<file path="src/rtl/dta_pkg.sv">
package dta_pkg;

  // Field positions in the configuration word; software depends on them.
  localparam int CFG_GRP_LSB  = 16;
  localparam int CFG_BRG_BIT  = 25;
  localparam int CFG_PARK_BIT = 26;

  // Grant state: nothing granted yet, turnaround gap, grant held.
  typedef enum logic [1:0] {
    ST_NONE = 2'd0,
    ST_GAP  = 2'd1,
    ST_HOLD = 2'd2
  } gstate_e;

  // Writable bits of the configuration word for a given agent count.
  function automatic logic [31:0] cfg_wmask(int n_ext);
    logic [31:0] m;
    m = '0;
    for (int i = 0; i < n_ext; i++) m[CFG_GRP_LSB + i] = 1'b1;
    m[CFG_BRG_BIT]  = 1'b1;
    m[CFG_PARK_BIT] = 1'b1;
    return m;
  endfunction

endpackage

</file>
<file path="src/rtl/dta_cfg_reg.sv">
module dta_cfg_reg
  import dta_pkg::*;
#(
  parameter int NUM_EXT = 8
) (
  input  logic               clk,
  input  logic               rst_n,
  input  logic               wr,
  input  logic [31:0]        wdata,
  output logic [NUM_EXT-1:0] grp_ext,
  output logic               brg_grp,
  output logic               park_brg,
  output logic [31:0]        rdata
);

  localparam logic [31:0] WMASK = cfg_wmask(NUM_EXT);

  logic [NUM_EXT-1:0] grp_q, grp_d;
  logic               brg_q, brg_d;
  logic               park_q, park_d;

  always_comb begin
    grp_d  = wdata[CFG_GRP_LSB +: NUM_EXT];
    brg_d  = wdata[CFG_BRG_BIT];
    park_d = wdata[CFG_PARK_BIT];
  end

  always_ff @(posedge clk or negedge rst_n) begin
    if (!rst_n) begin
      grp_q  <= '0;
      brg_q  <= 1'b1;
      park_q <= 1'b0;
    end else if (wr) begin
      grp_q  <= grp_d;
      brg_q  <= brg_d;
      park_q <= park_d;
    end
  end

  always_comb begin
    rdata                          = '0;
    rdata[CFG_GRP_LSB +: NUM_EXT]  = grp_q;
    rdata[CFG_BRG_BIT]             = brg_q;
    rdata[CFG_PARK_BIT]            = park_q;
  end

  assign grp_ext  = grp_q;
  assign brg_grp  = brg_q;
  assign park_brg = park_q;

  // Reserved write bits are dropped on purpose.
  logic unused_wbits;
  assign unused_wbits = ^(wdata & ~WMASK);

endmodule

</file>
<file path="src/rtl/dta_rr_pick.sv">
module dta_rr_pick #(
  parameter int N  = 9,
  parameter int IW = 4
) (
  input  logic [N-1:0]  req,
  input  logic [IW-1:0] ptr,
  output logic [IW-1:0] idx
);

  function automatic logic [IW-1:0] slot_at(logic [IW-1:0] p, int k);
    return IW'((int'(p) + k) % N);
  endfunction

  // Search starts one past the pointer; the smallest distance wins.
  always_comb begin
    idx = ptr;
    for (int k = N; k >= 1; k--) begin
      if (req[slot_at(ptr, k)]) idx = slot_at(ptr, k);
    end
  end

endmodule

</file>
<file path="src/rtl/dual_tier_arbiter.sv">
module dual_tier_arbiter
  import dta_pkg::*;
#(
  parameter int NUM_EXT = 8
) (
  input  logic               clk,
  input  logic               rst_n,
  input  logic [NUM_EXT-1:0] req_n,
  input  logic               brg_req,
  input  logic               bus_idle,
  input  logic               cfg_wr,
  input  logic [31:0]        cfg_wdata,
  output logic [31:0]        cfg_rdata,
  output logic [NUM_EXT-1:0] gnt_n,
  output logic               brg_gnt
);

  localparam int NAG   = NUM_EXT + 1;        // agents incl. bridge
  localparam int NSLOT = NAG + 1;            // high ring incl. low-tier slot
  localparam int AW    = $clog2(NSLOT);
  localparam logic [AW-1:0] BRG_ID     = AW'(NUM_EXT);
  localparam logic [AW-1:0] LOW_SLOT   = AW'(NAG);
  localparam logic [AW-1:0] LO_PTR_RST = AW'(NAG - 1);

  if (NUM_EXT != 7 && NUM_EXT != 8) begin : g_bad_cfg
    $error("dual_tier_arbiter: NUM_EXT must be 7 or 8");
  end

  // Reset: asserted asynchronously, released on the clock.
  logic [1:0] rsync_q;
  logic       rst_core_n;
  always_ff @(posedge clk or negedge rst_n) begin
    if (!rst_n) rsync_q <= '0;
    else        rsync_q <= {rsync_q[0], 1'b1};
  end
  assign rst_core_n = rsync_q[1];

  // Configuration
  logic [NUM_EXT-1:0] grp_ext;
  logic               brg_grp, park_brg;

  dta_cfg_reg #(.NUM_EXT(NUM_EXT)) cfg_i (
    .clk      (clk),
    .rst_n    (rst_core_n),
    .wr       (cfg_wr),
    .wdata    (cfg_wdata),
    .grp_ext  (grp_ext),
    .brg_grp  (brg_grp),
    .park_brg (park_brg),
    .rdata    (cfg_rdata)
  );

  // Request vectors per tier
  logic [NAG-1:0]   req_v, grp_v, hi_req, lo_req;
  logic [NSLOT-1:0] hi_ring;
  logic             any_req;

  always_comb begin
    req_v   = {brg_req, ~req_n};
    grp_v   = {brg_grp, grp_ext};
    hi_req  = req_v & grp_v;
    lo_req  = req_v & ~grp_v;
    hi_ring = {|lo_req, hi_req};
    any_req = |req_v;
  end

  logic [AW-1:0] hptr_q, hptr_d, lptr_q, lptr_d;
  logic [AW-1:0] hi_idx, lo_idx;

  dta_rr_pick #(.N(NSLOT), .IW(AW)) hi_pick_i (
    .req (hi_ring),
    .ptr (hptr_q),
    .idx (hi_idx)
  );

  dta_rr_pick #(.N(NAG), .IW(AW)) lo_pick_i (
    .req (lo_req),
    .ptr (lptr_q),
    .idx (lo_idx)
  );

  // Grant control
  gstate_e       st_q, st_d;
  logic [AW-1:0] own_q, own_d;
  logic [AW-1:0] winner, target;
  logic          owner_req, decide, hptr_en, lptr_en;

  always_comb begin
    winner    = (hi_idx == LOW_SLOT) ? lo_idx : hi_idx;
    target    = any_req ? winner : (park_brg ? BRG_ID : own_q);
    owner_req = req_v[own_q];
    decide    = bus_idle && (st_q == ST_NONE || (st_q == ST_HOLD && !owner_req));
    hptr_en   = decide && any_req;
    lptr_en   = hptr_en && (hi_idx == LOW_SLOT);
    hptr_d    = hi_idx;
    lptr_d    = lo_idx;

    st_d  = st_q;
    own_d = own_q;
    case (st_q)
      ST_GAP: st_d = ST_HOLD;
      ST_NONE: begin
        if (decide) begin
          own_d = target;
          st_d  = ST_HOLD;
        end
      end
      default: begin
        if (decide && target != own_q) begin
          own_d = target;
          st_d  = ST_GAP;
        end
      end
    endcase
  end

  always_ff @(posedge clk or negedge rst_core_n) begin
    if (!rst_core_n) begin
      st_q  <= ST_NONE;
      own_q <= BRG_ID;
    end else begin
      st_q  <= st_d;
      own_q <= own_d;
    end
  end

  always_ff @(posedge clk or negedge rst_core_n) begin
    if (!rst_core_n)  hptr_q <= LOW_SLOT;
    else if (hptr_en) hptr_q <= hptr_d;
  end

  always_ff @(posedge clk or negedge rst_core_n) begin
    if (!rst_core_n)  lptr_q <= LO_PTR_RST;
    else if (lptr_en) lptr_q <= lptr_d;
  end

  // Grant decode from the owner index
  logic [NAG-1:0] gnt_v;
  always_comb begin
    for (int i = 0; i < NAG; i++) begin
      gnt_v[i] = (st_q == ST_HOLD) && (own_q == AW'(i));
    end
  end

  assign gnt_n   = ~gnt_v[NUM_EXT-1:0];
  assign brg_gnt = gnt_v[NUM_EXT];

endmodule

</file>
<file path="config.mk">
export PLATFORM = sky130hd
export DESIGN_NAME = dual_tier_arbiter
export DESIGN_NICKNAME = d
export VERILOG_FILES = /design/src/rtl/dta_pkg.sv /design/src/rtl/dta_cfg_reg.sv /design/src/rtl/dta_rr_pick.sv /design/src/rtl/dual_tier_arbiter.sv
export SDC_FILE = /design/constraint.sdc
export NUM_CORES = 1
export LEC_CHECK = 0
export ABC_CLOCK_PERIOD_IN_PS = 1450
export BUFFER_PORTS_ARGS = -buffer_cell sky130_fd_sc_hd__buf_2
export CAP_MARGIN = 40
export CELL_PAD_IN_SITES_DETAIL_PLACEMENT = 0
export CELL_PAD_IN_SITES_GLOBAL_PLACEMENT = 2
export CORE_UTILIZATION = 34
export DETAILED_ROUTE_END_ITERATION = 6
export PLACE_DENSITY = 0.88
export SKIP_CTS_REPAIR_TIMING = 1
export SYNTH_ARGS = -nofsm -noshare
export SYNTH_HDL_FRONTEND = slang
export SYNTH_HIERARCHICAL = 1
export SYNTH_SLANG_ARGS = --single-unit
</file>
<file path="constraint.sdc">
create_clock -name clk -period 1.45 [get_ports clk]
set_input_delay 0.29 -clock clk [delete_from_list [all_inputs] [get_ports clk]]
set_output_delay 0.29 -clock clk [all_outputs]
set_load 0.05 [all_outputs]
</file>
* Yosys cells after proc, flatten, opt, wreduce, memory -nomap -nowiden
Index checks and enable logic that the tools add are counted.
** Word-level totals
- Input bits :: 45
- Output and inout bits :: 41
- Logic and storage cells :: 177
- Bits in registers :: 26
** Operators by class
- Muxes and demuxes :: 68
- Bitwise gates (word level) :: 6
- Equal/unequal tests :: 13
- Div/mod/pow operators :: 19
- Reductions and logical operators :: 24
- Order comparisons :: 20
- Add/sub/neg operators :: 19
** Operators with widths (number)
- $mod A32 B5 Y32 const B :: 19
- $lt A4 B5 Y1 const B :: 20
- $mux W4 :: 24
- $bmux W1 S4 :: 20
- $add A4 B3 Y5 const B :: 8
- $add A4 B4 Y5 const B :: 5
- $add A4 B2 Y5 const B :: 4
- $mux W1 :: 20
- $and A9 B9 Y9 :: 2
- $reduce_or A9 Y1 :: 2
- $eq A4 B3 Y1 const B :: 4
- $not A8 Y8 :: 2
- $logic_and A1 B1 Y1 :: 14
- $add A4 B1 Y5 const B :: 2
- $not A9 Y9 :: 1
- $eq A4 B2 Y1 const B :: 2
- $eq A4 B4 Y1 const B :: 2
- $pmux W4 S2 :: 1
- $eq A4 B1 Y1 const B :: 1
- $logic_not A4 Y1 :: 1
- $mux W2 :: 2
- $ne A4 B4 Y1 :: 1
- $pmux W2 S2 :: 1
- $reduce_and A3 Y1 :: 1
- other kinds (10) :: 10

* Depth between registers and ports, before layout
- Depth in word-level cells :: 22
- Gate-level depth with buffers :: 34
- Gate-level depth less buffers :: 26

* Modules after synthesis
Netlist, hierarchy kept.
** Modules (own cells, without submodules)
- dta_rr_pick at lo_pick_i :: cells an instance 758, sequential area each 0.0 µm², area an instance 5251.3 µm², times used 1
- dta_rr_pick at hi_pick_i :: cells an instance 535, sequential area each 0.0 µm², area an instance 3970.1 µm², times used 1
- dual_tier_arbiter :: cells an instance 111, sequential area each 405.4 µm², area an instance 1061.0 µm², times used 1
- dta_cfg_reg :: cells an instance 54, sequential area each 251.5 µm², area an instance 656.9 µm², times used 1

* Worst setup path before layout
OpenSTA, ideal clock, no wires.
- Kind :: reg-to-reg
- Start point :: register lptr_q[0]
- End point :: register own_q[1]
- Cell stages (with the launch flop) :: 34
- Arrival time :: 7821 ps
- Path buffers :: 8
- Slack :: -6450 ps
- Clock period less this slack :: 7900 ps
- Library setup time :: 80 ps
- Data required time :: 1370 ps
- Cells stage by stage :: dfrtp_1 -> buf_6 -> clkbuf_1 -> buf_2 -> buf_1 -> clkbuf_1 -> buf_2 -> clkbuf_1 -> inv_1 -> ha_1 -> inv_1 -> clkbuf_1 -> ha_1 -> nor2_1 -> a31oi_1 -> xnor2_1 -> inv_1 -> ha_1 -> nor2b_1 -> a221oi_2 -> or2_2 -> mux2i_1 -> nand3_1 -> nor4_1 -> or2_2 -> nor3_1 -> o221a_2 -> a21bo_2 -> nor4b_1 -> nor3_1 -> nor3_1 -> nand4_1 -> o211ai_1 -> o2bb2ai_1
** Between the ends
- Word-level cells in the longest chain between the ends :: 19
- Elaborated cells between the ends (all ways) :: 54
- Those cells by class :: add/sub (9); div (9); eq/ne (1); mux (32); reduce/logical (3)
** Ends and longest elaborated chain
- start: declaration :: RTL line dual_tier_arbiter.sv:67 : logic [AW-1:0] hptr_q, hptr_d, lptr_q, lptr_d;
- start signal: assignment :: RTL line dual_tier_arbiter.sv:134 : else if (lptr_en) lptr_q <= lptr_d;
- $add A4 B4 Y5 :: RTL line dta_rr_pick.sv:11 : return IW'((int'(p) + k) % N);
- $mod A32 B5 Y32 :: RTL line dta_rr_pick.sv:11
- $bmux W1 S4 :: RTL line dta_rr_pick.sv:18 : if (req[slot_at(ptr, k)]) idx = slot_at(ptr, k);
- $mux W1 (not written as such) :: RTL line dta_rr_pick.sv:18
- $mux W4 (8 in series) :: RTL line dta_rr_pick.sv:18
- $mux W4 * :: RTL line dta_rr_pick.sv:18
- net lo_idx[3] :: RTL line dual_tier_arbiter.sv:68 : logic [AW-1:0] hi_idx, lo_idx;
- $mux W4 * :: RTL line dual_tier_arbiter.sv:89 : winner = (hi_idx == LOW_SLOT) ? lo_idx : hi_idx;
- $mux W4 * :: RTL line dual_tier_arbiter.sv:90 : target = any_req ? winner : (park_brg ? BRG_ID : own_q);
- $ne A4 B4 Y1 * :: RTL line dual_tier_arbiter.sv:109 : if (decide && target != own_q) begin
- $logic_and A1 B1 Y1 * :: RTL line dual_tier_arbiter.sv:109
- $reduce_bool A2 Y1 (no source line) *
- $reduce_and A3 Y1 (no source line) *
- end signal: assignment :: RTL line dual_tier_arbiter.sv:123 : own_q <= own_d;
- end: declaration :: RTL line dual_tier_arbiter.sv:84 : logic [AW-1:0] own_q, own_d;
The timed path passes the listed nets; every way through them passes the cells marked *. The select of a mux whose other input is x is not followed.
A chain may end at the register's enable or synchronous reset.

* Worst setup path in the final report
- Start point :: register lptr_q[3]
- End point :: register own_q[2]
** Between the ends
- Word-level cells in the longest chain between the ends :: 19
- Elaborated cells between the ends (all ways) :: 54
- Those cells by class :: add/sub (9); div (9); eq/ne (1); mux (32); reduce/logical (3)
** Ends and longest elaborated chain (RTL line)
- $add A4 B4 Y5 :: dta_rr_pick.sv:11
- $mod A32 B5 Y32 :: dta_rr_pick.sv:11
- $bmux W1 S4 :: dta_rr_pick.sv:18
- $mux W1 (not written as such) :: dta_rr_pick.sv:18
- $mux W4 (8 in series) :: dta_rr_pick.sv:18
- $mux W4 * :: dta_rr_pick.sv:18
- net lo_idx[2] :: dual_tier_arbiter.sv:68
- $mux W4 * :: dual_tier_arbiter.sv:89
- $mux W4 * :: dual_tier_arbiter.sv:90
- $ne A4 B4 Y1 :: dual_tier_arbiter.sv:109
- $logic_and A1 B1 Y1 :: dual_tier_arbiter.sv:109
- $reduce_bool A2 Y1 (no source line)
- $reduce_and A3 Y1 (no source line)
Marks and branches as above.

==> flow_summary_export.csv <==
group,metric,value,unit
synth,synth_top_area_share,0.101,
place,pre_cts_slack,-4.27,ns
routing,dr.max_layer_used,"met5",
synth,syn_avg_cell_area,7.50,sq um
timing,finClkSkew,0.00894,ns
layout,design_area,17300,sq um
synth,synth_area_leader_cell,"ha_1",
timing,fin_crit,5.50,ns
timing,worst_slew_pin_slew,0.654,ns
synth,synth_edf_count,0,
setup_path,end_kind,"flop",
layout,fill_cells,2842,
synth,synth_cell_type_count,132,
timing,holdWs,0.249,ns
synth,yosysWarnings,6,
setup_path,crit_family,"compound AO/OA/AOI/OAI gates",
timing,slew_viol_final,0,
die,initial_utilization,0.346,
die,die_y,181,um
die,placementRows,65,
setup_path,required,1.65,ns
setup_path,r2r_cells,22,
grt,grt_remaining_overflow,0,
die,die_w,181,um
synth,synth_ff_type,"dfrtp_1",
routing,wl_met3,3.02,mm
place,place_inst,2374,
grt,track_usage,0.247,
routing,first_pass_iters,7,
synth,synth_cells,1458,
status,outcome,"finished, violations left",
place,dp_hpwl,34.4,mm
timing,fin_crit_sh,3.79,
setup_path,cp.arrival,5.69,ns
clocking,cts.sinks,26,
setup_path,critPathMaxFanout,4,
routing,drcViolationCount,0,
synth,synth_most_common_cell,"nand2_1",
synth,synth_area,10900,sq um
layout,ff_latch_area,666,sq um
grt,grt_max_degree,35,
setup_path,r2r-start,"lptr_q[3]",
layout,antenna_cells,0,
setup_path,crit_type,"reg -> reg",
layout,multi_input_area,10800,sq um
routing,wl_met2,19.4,mm
setup_path,cp-start-kind,"flop",
place,gp_congestion,1.03,
run,drv_cap,0,
clocking,root_buffer,"clkbuf_16",
min_path,hp-class,"reg -> async",
layout,drive_gt1_frac,0.489,
layout,nNetsFinal,2148,
layout,area_growth,58.1,%
routing,drtIter0Drc,1285,
grt,antenna_found_initial,1,
clocking,cts_max_level,1,
layout,fin_cells,2416,
grt,grt_pass1_wl,66.9,mm
clocking,clkTransAtPathRegs,0.08,ns
grt,grt_pass1_vias,12600,
die,die_area,32900,sq um
routing,antenna_left,0,
synth,async_flop_share,1.00,
place,portBuffers,41,
synth,ys_top_cells_by_area,"ha_1 (10%), mux2i_1 (6.2%), dfrtp_1 (4.8%)",
setup_path,cp.buffers_inverters,3,
timing,rsz0062_at_grt,"yes",
synth,ys_ff_latch,26,
timing,timing.fmax,0.182,GHz
setup_path,cp_cell_sequence,"buf_6 > ha_4 > or4b_4 > a21oi_4 > nor2_4 > inv_2 > ha_4 > nand2b_4 > o32ai_4 > nand2_2 > mux2_4 > or4_4 > o32ai_4 > nor2b_2 > buf_4 > o211ai_1 > a41oi_2 > a41oi_2 > xor2_1 > nand4_1 > o211ai_1 > o2bb2ai_1",
clocking,numCtsBuffers,3,
die,core_area,31600,sq um
setup_path,crit_path_max_incr_delay,0.64,ns
timing,finalHoldViolCount,0,
routing,wirelength,43.5,mm
clocking,clk_latency,0.28,ns
routing,drt-met1-wl,20.3,mm
clocking,clk_path_buf_depth,2,
place,place_area,15800,sq um
timing,fin_ws,-4.05,ns
setup_path,ff2ff_setup_slack,-4.05,ns
timing,slew_headroom,0.562,
synth,ys_seq_area_frac,0.0600,
timing,finalSetupViolCount,23,
synth,synth_common_cells,"nand2_1 (132), nor2_1 (113), ha_1 (88)",
routing,vias_per_cell,5.68,
clocking,tritoncts,"yes",
status,violations,"negative setup slack",
setup_path,critical-path-slowest-cell,"dfstp_2",
die,pin_count,86,
routing,vias,13700,
setup_path,rr_endpoint,"own_q[2]",
routing,wire_per_inst,18.0,um
==> worst reg2reg max path, cell delays in order (launching register included) <==
cell and delay [ns]:
dfstp_2 0.64, buf_6 0.16, ha_4 0.21, or4b_4 0.56
a21oi_4 0.18, nor2_4 0.05, inv_2 0.11, ha_4 0.16
nand2b_4 0.06, o32ai_4 0.27, nand2_2 0.09, mux2_4 0.30
or4_4 0.43, o32ai_4 0.33, nor2b_2 0.11, buf_4 0.14
o211ai_1 0.23, a41oi_2 0.19, a41oi_2 0.28, xor2_1 0.18
nand4_1 0.18, o211ai_1 0.38, o2bb2ai_1 0.17
==> placed cells by master (no fill, tap or decap), drive strengths merged, types with 12 or more instances in the layout <==
| master | n |
|---|---|
| nand2b | 36 |
| o211ai | 19 |
| nand4 | 15 |
| a21oi | 84 |
| mux2i | 69 |
| xor2 | 12 |
| nand2 | 134 |
| mux2 | 44 |
| nand3 | 43 |
| o21a | 14 |
| a2111oi | 15 |
| buf | 638 |
| or2 | 18 |
| ha | 88 |
| o31ai | 12 |
| nor2b | 31 |
| nor2 | 116 |
| a211oi | 25 |
| xnor2 | 40 |
| nor3 | 53 |
| dfrtp | 21 |
| mux4 | 15 |
| a31oi | 31 |
| nor4 | 15 |
| and2 | 17 |
| inv | 66 |
| o21ai | 73 |
| conb | 23 |
==> routing by layer <==
layer / global-route usage / up-vias
li1: - / 6542
met1: 0.365 / 6566
met2: 0.390 / 547
met3: 0.0259 / 64
met4: 0.0366 / 2
met5: 0 / -
==> flip-flops by register name, summed over array words and instances (netlist names) <==
name and count:
cfg_i/brg_grp 1, cfg_i/grp_ext 8, cfg_i/park_brg 1, hptr_q 4, lptr_q 4, own_q 4, rsync_q 2, st_q 2
==> logic make-up after synthesis <==
| kind of cell | Yosys count | synth area share |
|---|---|---|
| simple gates | 549 | 0.265 |
| compound gates | 428 | 0.290 |
| buf+inv | 181 | 0.0872 |
| mux | 128 | 0.143 |
| fa+ha+maj | 92 | 0.104 |
| xor+xnor | 52 | 0.0492 |
| flops | 26 | 0.0600 |
| other cells | 2 | 0.000687 |
==> final cells by class <==
class | instances | area share
repair buffers | 640 | 0.284
clock buffers | 3 | 0.00434
clock inverters | 1 | 0.00174
well taps | 402 | 0.0291
flip-flops and latches | 26 | 0.0385
inverters | 72 | 0.0167
multi-input cells | 1272 | 0.625
==> metrics by stage <==
step,utilization,TNS (ns)
final,0.547,-51.82
after global routing,0.547,-54.77
after CTS,0.503,-55.38
after detailed placement,0.500,-51.68
after global placement,0.500,-49.66
after floorplan,-,-55.69
==> worst max-delay path by stage <==
stage | startpoint | to | cells after the start
detailed placement | lptr_q[1] | own_q[2] | 25
CTS | lptr_q[1] | own_q[2] | 25
global route | lptr_q[1] | own_q[1] | 27
floorplan | lptr_q[0] | own_q[2] | 33
global placement | lptr_q[3] | own_q[2] | 24
finish | lptr_q[3] | own_q[2] | 22
Power is not shown: default switching activity piles up to over one toggle a cycle in this logic, so the estimate is an artifact.
